### src/rtl/ecc7_pkg.sv
package ecc7_pkg;

  localparam int ECC_DATA_W = 7;
  localparam int ECC_CHK_W  = 4;
  localparam int ECC_CW_W   = ECC_DATA_W + ECC_CHK_W;
  localparam int ECC_WORD_W = ECC_CW_W + 1;

  // Check bits live at power-of-two positions.
  function automatic logic is_pow2(input int p);
    return (p > 0) && ((p & (p - 1)) == 0);
  endfunction

  // Codeword position (1-based) holding data bit idx: the idx-th
  // non-power-of-two position counted upward from 1.
  function automatic int data_pos(input int idx);
    int cnt;
    int res;
    cnt = 0;
    res = 0;
    for (int p = 1; p <= 2 * ECC_WORD_W; p++) begin
      if (!is_pow2(p)) begin
        if (cnt == idx) res = p;
        cnt++;
      end
    end
    return res;
  endfunction

  typedef struct packed {
    logic [ECC_DATA_W-1:0] data;
    logic [ECC_CHK_W-1:0]  syn;
    logic                  single_err;
    logic                  double_err;
  } ecc_rd_t;

endpackage

### src/rtl/ecc7_chkgen.sv
module ecc7_chkgen
  import ecc7_pkg::*;
#(
  parameter int DATA_W = ECC_DATA_W,
  parameter int CHK_W  = ECC_CHK_W
) (
  input  logic [DATA_W-1:0] data_i,
  output logic [CHK_W-1:0]  chk_o
);

  // Each check bit closes its group to odd parity over the data it covers.
  for (genvar k = 0; k < CHK_W; k++) begin : g_chk
    logic acc_k;
    always_comb begin
      acc_k = 1'b1;
      for (int i = 0; i < DATA_W; i++) begin
        if (((data_pos(i) >> k) & 1) == 1) acc_k = acc_k ^ data_i[i];
      end
    end
    assign chk_o[k] = acc_k;
  end

endmodule

### src/rtl/ecc7_encoder.sv
module ecc7_encoder
  import ecc7_pkg::*;
#(
  parameter int DATA_W = ECC_DATA_W,
  parameter int CHK_W  = ECC_CHK_W,
  localparam int CW_W   = DATA_W + CHK_W,
  localparam int WORD_W = CW_W + 1
) (
  input  logic [DATA_W-1:0] data_i,
  output logic [WORD_W-1:0] word_o
);

  logic [CHK_W-1:0] chk;
  logic [CW_W-1:0]  cw;

  ecc7_chkgen #(
    .DATA_W (DATA_W),
    .CHK_W  (CHK_W)
  ) u_gen (
    .data_i (data_i),
    .chk_o  (chk)
  );

  always_comb begin
    cw = '0;
    for (int i = 0; i < DATA_W; i++) cw[data_pos(i)-1] = data_i[i];
    for (int k = 0; k < CHK_W; k++)  cw[(1 << k)-1]    = chk[k];
  end

  // Top bit makes the whole stored word odd.
  assign word_o = {~^cw, cw};

endmodule

### src/rtl/ecc7_decoder.sv
module ecc7_decoder
  import ecc7_pkg::*;
#(
  parameter int DATA_W = ECC_DATA_W,
  parameter int CHK_W  = ECC_CHK_W,
  localparam int CW_W   = DATA_W + CHK_W,
  localparam int WORD_W = CW_W + 1
) (
  input  logic [WORD_W-1:0] word_i,
  output logic [DATA_W-1:0] data_o,
  output logic [CHK_W-1:0]  syn_o,
  output logic              single_o,
  output logic              double_o
);

  logic [CW_W-1:0]   cw_rx;
  logic [DATA_W-1:0] data_rx;
  logic [CHK_W-1:0]  chk_rx;
  logic [CHK_W-1:0]  chk_gen;
  logic [CHK_W-1:0]  syn;
  logic              par_ok;
  logic              syn_nz;
  logic              syn_in_range;
  logic              do_fix;
  logic [CW_W-1:0]   flip_mask;
  logic [CW_W-1:0]   cw_fix;

  assign cw_rx = word_i[CW_W-1:0];

  always_comb begin
    for (int i = 0; i < DATA_W; i++) data_rx[i] = cw_rx[data_pos(i)-1];
    for (int k = 0; k < CHK_W; k++)  chk_rx[k]  = cw_rx[(1 << k)-1];
  end

  ecc7_chkgen #(
    .DATA_W (DATA_W),
    .CHK_W  (CHK_W)
  ) u_regen (
    .data_i (data_rx),
    .chk_o  (chk_gen)
  );

  assign syn          = chk_rx ^ chk_gen;
  assign par_ok       = ^word_i;
  assign syn_nz       = |syn;
  assign syn_in_range = (syn <= CHK_W'(CW_W));
  assign do_fix       = syn_nz && syn_in_range && !par_ok;

  always_comb begin
    for (int p = 1; p <= CW_W; p++) flip_mask[p-1] = do_fix && (syn == CHK_W'(p));
  end

  assign cw_fix = cw_rx ^ flip_mask;

  always_comb begin
    for (int i = 0; i < DATA_W; i++) data_o[i] = cw_fix[data_pos(i)-1];
  end

  assign syn_o    = syn;
  assign single_o = !par_ok && syn_in_range;
  assign double_o = !syn_in_range || (syn_nz && par_ok);

endmodule

### src/rtl/ecc7_outstage.sv
module ecc7_outstage #(
  parameter int W       = 8,
  parameter bit OUT_REG = 1'b1
) (
  input  logic         clk,
  input  logic         rst_n,
  input  logic         in_valid,
  input  logic [W-1:0] in_data,
  output logic         out_valid,
  output logic [W-1:0] out_data
);

  if (OUT_REG) begin : g_reg
    logic         vld_q;
    logic [W-1:0] dat_q;
    logic [W-1:0] dat_nxt;

    always_comb begin
      dat_nxt = in_valid ? in_data : dat_q;
    end

    always_ff @(posedge clk or negedge rst_n) begin
      if (!rst_n) begin
        vld_q <= 1'b0;
        dat_q <= '0;
      end else begin
        vld_q <= in_valid;
        dat_q <= dat_nxt;
      end
    end

    assign out_valid = vld_q;
    assign out_data  = dat_q;
  end else begin : g_pass
    assign out_valid = in_valid;
    assign out_data  = in_data;
  end

endmodule

### src/rtl/ecc7_rst_sync.sv
module ecc7_rst_sync #(
  parameter int STAGES = 2
) (
  input  logic clk,
  input  logic rst_n,
  output logic rst_sync_n
);

  logic [STAGES-1:0] sync_q;
  logic [STAGES-1:0] sync_nxt;

  always_comb begin
    sync_nxt = {sync_q[STAGES-2:0], 1'b1};
  end

  always_ff @(posedge clk or negedge rst_n) begin
    if (!rst_n) sync_q <= '0;
    else        sync_q <= sync_nxt;
  end

  assign rst_sync_n = sync_q[STAGES-1];

endmodule

### src/rtl/ecc7_path.sv
module ecc7_path
  import ecc7_pkg::*;
#(
  parameter bit OUT_REG     = 1'b1,
  parameter int SYNC_STAGES = 2
) (
  input  logic                  clk,
  input  logic                  rst_n,
  input  logic                  wr_in_valid,
  input  logic [ECC_DATA_W-1:0] wr_data,
  output logic                  wr_out_valid,
  output logic [ECC_WORD_W-1:0] wr_word,
  input  logic                  rd_in_valid,
  input  logic [ECC_WORD_W-1:0] rd_word,
  output logic                  rd_out_valid,
  output logic [ECC_DATA_W-1:0] rd_data,
  output logic [ECC_CHK_W-1:0]  rd_syndrome,
  output logic                  rd_single_err,
  output logic                  rd_double_err
);

  localparam int RD_W = $bits(ecc_rd_t);

  logic                  rst_int_n;
  logic [ECC_WORD_W-1:0] enc_word;
  ecc_rd_t               dec_res;
  ecc_rd_t               dec_out;
  logic [RD_W-1:0]       dec_out_bits;

  ecc7_rst_sync #(
    .STAGES (SYNC_STAGES)
  ) u_rst_sync (
    .clk        (clk),
    .rst_n      (rst_n),
    .rst_sync_n (rst_int_n)
  );

  ecc7_encoder #(
    .DATA_W (ECC_DATA_W),
    .CHK_W  (ECC_CHK_W)
  ) u_enc (
    .data_i (wr_data),
    .word_o (enc_word)
  );

  ecc7_decoder #(
    .DATA_W (ECC_DATA_W),
    .CHK_W  (ECC_CHK_W)
  ) u_dec (
    .word_i   (rd_word),
    .data_o   (dec_res.data),
    .syn_o    (dec_res.syn),
    .single_o (dec_res.single_err),
    .double_o (dec_res.double_err)
  );

  ecc7_outstage #(
    .W       (ECC_WORD_W),
    .OUT_REG (OUT_REG)
  ) u_wr_stage (
    .clk       (clk),
    .rst_n     (rst_int_n),
    .in_valid  (wr_in_valid),
    .in_data   (enc_word),
    .out_valid (wr_out_valid),
    .out_data  (wr_word)
  );

  ecc7_outstage #(
    .W       (RD_W),
    .OUT_REG (OUT_REG)
  ) u_rd_stage (
    .clk       (clk),
    .rst_n     (rst_int_n),
    .in_valid  (rd_in_valid),
    .in_data   (dec_res),
    .out_valid (rd_out_valid),
    .out_data  (dec_out_bits)
  );

  assign dec_out       = ecc_rd_t'(dec_out_bits);
  assign rd_data       = dec_out.data;
  assign rd_syndrome   = dec_out.syn;
  assign rd_single_err = dec_out.single_err;
  assign rd_double_err = dec_out.double_err;

endmodule

### config.mk
export PLATFORM = sky130hd
export DESIGN_NAME = ecc7_path
export DESIGN_NICKNAME = d
export VERILOG_FILES = /design/src/rtl/ecc7_pkg.sv /design/src/rtl/ecc7_chkgen.sv /design/src/rtl/ecc7_encoder.sv /design/src/rtl/ecc7_decoder.sv /design/src/rtl/ecc7_outstage.sv /design/src/rtl/ecc7_rst_sync.sv /design/src/rtl/ecc7_path.sv
export SDC_FILE = /design/constraint.sdc
export NUM_CORES = 1
export LEC_CHECK = 0
export BUFFER_PORTS_ARGS = -buffer_cell sky130_fd_sc_hd__buf_2
export CORE_UTILIZATION = 30
export CTS_BUF_LIST = sky130_fd_sc_hd__clkbuf_4 sky130_fd_sc_hd__clkbuf_8 sky130_fd_sc_hd__clkbuf_16
export CTS_CLUSTER_SIZE = 12
export DETAILED_ROUTE_END_ITERATION = 6
export REMOVE_ABC_BUFFERS = 1
export SKIP_CTS_REPAIR_TIMING = 1
export SKIP_LAST_GASP = 1
export SLEW_MARGIN = 20
export SYNTH_ARGS = -nofsm -noshare
export SYNTH_HDL_FRONTEND = slang
export SYNTH_SLANG_ARGS = --single-unit
### constraint.sdc
create_clock -name clk -period 1.55 [get_ports clk]
set_input_delay 0.31 -clock clk [delete_from_list [all_inputs] [get_ports clk]]
set_output_delay 0.31 -clock clk [all_outputs]
set_load 0.02 [all_outputs]
==> run summary <==
# nets final: 227
core area: 4750 um^2
Die Span X: 72.7 um
Post-synth EDFFs: 0
CP endpoint kind: flip-flop
initial antenna violation count: 0
Fin. Hold Viols: 0
crit-path cells: buf_2, xor2_2, xor3_2, nor2_2, mux2i_1, a211o_1
DRC marker count from the first detailed-route iteration: 83
synthesized flop and latch total: 29
Required @ worst endpoint: 1710 ps
Num CTS Buffers: 5
Power per Cell Area: 1180 nW/um^2
largest net degree at the start of global routing: 28
f_max: 655 MHz
synth unique cells: 23
area share of the largest cell type after synthesis: 48.5%
synth cell count leaders: 29 x dfrtp_1, 18 x xnor2_1, 12 x mux2_2, 12 x nor2_1, 9 x xor2_1
status: complete, no violations
area leader, netlist: dfrtp_1
die area: 5280 um^2
fin. max-slew vios: 0
first-pass GRT wire length: 5.48 mm
setup TNS: 0 ps
most common cell in the synthesized netlist: dfrtp_1
Tcrit/Tclk final: 98.5%
total track usage: 13.8%
Mapped Area: 1500 um^2
Clock Pin Slew Worst Setup and Hold Paths: 60 ps
IR drop worst, VDD: 0.000599 V
Startpoint Class: primary input
Antenna Nets Post-Route: 0
CTS max path bufs: 2
HPWL after detailed placement: 2.45 mm
max-cap violation count: 0
final hold slack: 233 ps
worst setup path class: in2reg
synth-to-layout area growth: 42.6%
Vias: 1212
Clock Tree Root: clkbuf_8
ys flop type: dfrtp_1
DRT Pass-1 Iters: 4
I/O Buffers: 49
final wirelength: 3.31 mm
clock tree sinks: 29
share of cells above drive strength 1: 49.5%
drt drc: 0
GPL Wtd Cong: 0.789
Syn Inst Count: 131
gr ovfl total: 0
Initial Util: 31.5%
CP arrival: 1680 ps
CP max stage cell: xor3_2
H-tree depth: 2
slack of the critical path: 23.9 ps
n_diodes: 0
minimum clock period: 1530 ps
number of global-route vias before repair: 1232
YS warnings: 0
CP bufs+invs: 1
Chip Height: 72.7 um
endpoints failing setup: 0
final instance area: 2140 um^2
Finished Core Util: 44.9%
Slowest Stage Delay on Critical Path: 490 ps
Layout Skew: 5.08 ps
pre-CTS setup slack: -287 ps
worst-skew pair later-pin latency: 270 ps
Leak: 0.000979 uW
DR WL/cell: 12.2 um
vias per std cell: 4.47
post-synthesis async set-or-reset flop share: 100%
Area contributors post-synth: dfrtp_1 48%, xnor2_1 11%, mux2_2 9.0%
dpl cell area: 1950 um^2
CTS tree: built
Avg Inst Size Synth: 11.4 um^2
Crit Path Max Fanout: 3
IO Pins: 50
family with the most delay on the worst path: XOR/XNOR gates
Hold Crit Class: reg2async
RSZ-0062 raised after global routing: yes
Core Rows: 25
sequential-to-total area share from yosys stat: 48.5%
[cell usage in the layout, fill, tap and decap left out, drive strengths merged, types with 5 or more instances in the layout]
| cell type | synthesis | final |
|---|---|---|
| a21oi | 8 | 8 |
| a31oi | 7 | 7 |
| buf | 0 | 69 |
| clkbuf | 4 | 7 |
| dfrtp | 29 | 29 |
| mux2 | 12 | 12 |
| nor2 | 13 | 13 |
| o21ai | 5 | 5 |
| or3 | 6 | 6 |
| xnor2 | 19 | 19 |
| xor2 | 9 | 9 |
[through the flow]
stage / total power, uW / cells
2_1_floorplan: 1500 / 127
3_3_place_gp: 1860 / 262
3_5_place_dp: 1860 / 262
4_1_cts: 2520 / 269
5_1_grt: 2670 / 271
6_report: 2520 / 271
[layout make-up]
cell class,count,area [um^2]
fillers,483,2620
multi-input cells,97,815
flip-flops and latches,29,726
repair buffers,70,418
clock buffers,7,90.1
well taps,67,83.8
inverters,1,3.75
[sequential cells by signal, indices dropped and copies added, names as in the netlist]
register and flops:
u_rd_stage.out_data 13, u_wr_stage.out_data 12, u_wr_stage.out_valid 1, u_rst_sync.sync_q 2, u_rd_stage.out_valid 1
[logic make-up (layout without fill, tap and decap cells)]
group,Yosys count,after routing,share of synthesized area (%)
mux,14,14,10.4
simple gates,28,28,8.77
xor+xnor,31,31,21.9
buf+inv,5,78,1.25
compound gates,23,23,9.02
flops,29,29,48.5
other cells,1,1,0.250
[routing by layer]
layer / share of wire [%] / global-route usage (%) / vias to the layer above
met3: 5.6 / 4.70 / 6
met2: 46 / 22.3 / 45
met5: 0 / 0 / -
met4: 1.7 / 5.88 / 0
met1: 47 / 16.9 / 562
li1: - / - / 599
[where the power goes]
group          switching, uW  leakage, uW  internal [uW]
clock                    269    0.0000477            369
sequential              63.8     0.000333            885
combinational            504     0.000599            431
total                    837     0.000979           1690
[path summary, 6_finish.rpt]
| check | start | end | slack, ps | cells past startpoint |
|---|---|---|---|---|
| setup / recovery | rd_word[6] | u_rd_stage.out_data[10] | 20 | 6 |
| hold / removal | u_rst_sync.sync_q[1] | u_rd_stage.out_data[10] | 230 | 1 |
| setup reg to reg | u_rd_stage.out_data[10] | u_rd_stage.out_data[10] | 760 | 1 |
| hold reg to reg | u_rst_sync.sync_q[1] | u_rd_stage.out_data[10] | 230 | 1 |
| max in group asynchronous | u_rst_sync.sync_q[1] | u_wr_stage.out_data[5] | 1050 | 1 |
| min in group clk | wr_data[3] | u_wr_stage.out_data[6] | 320 | 2 |
No activity file was read; power rests on OpenSTA's default activity.
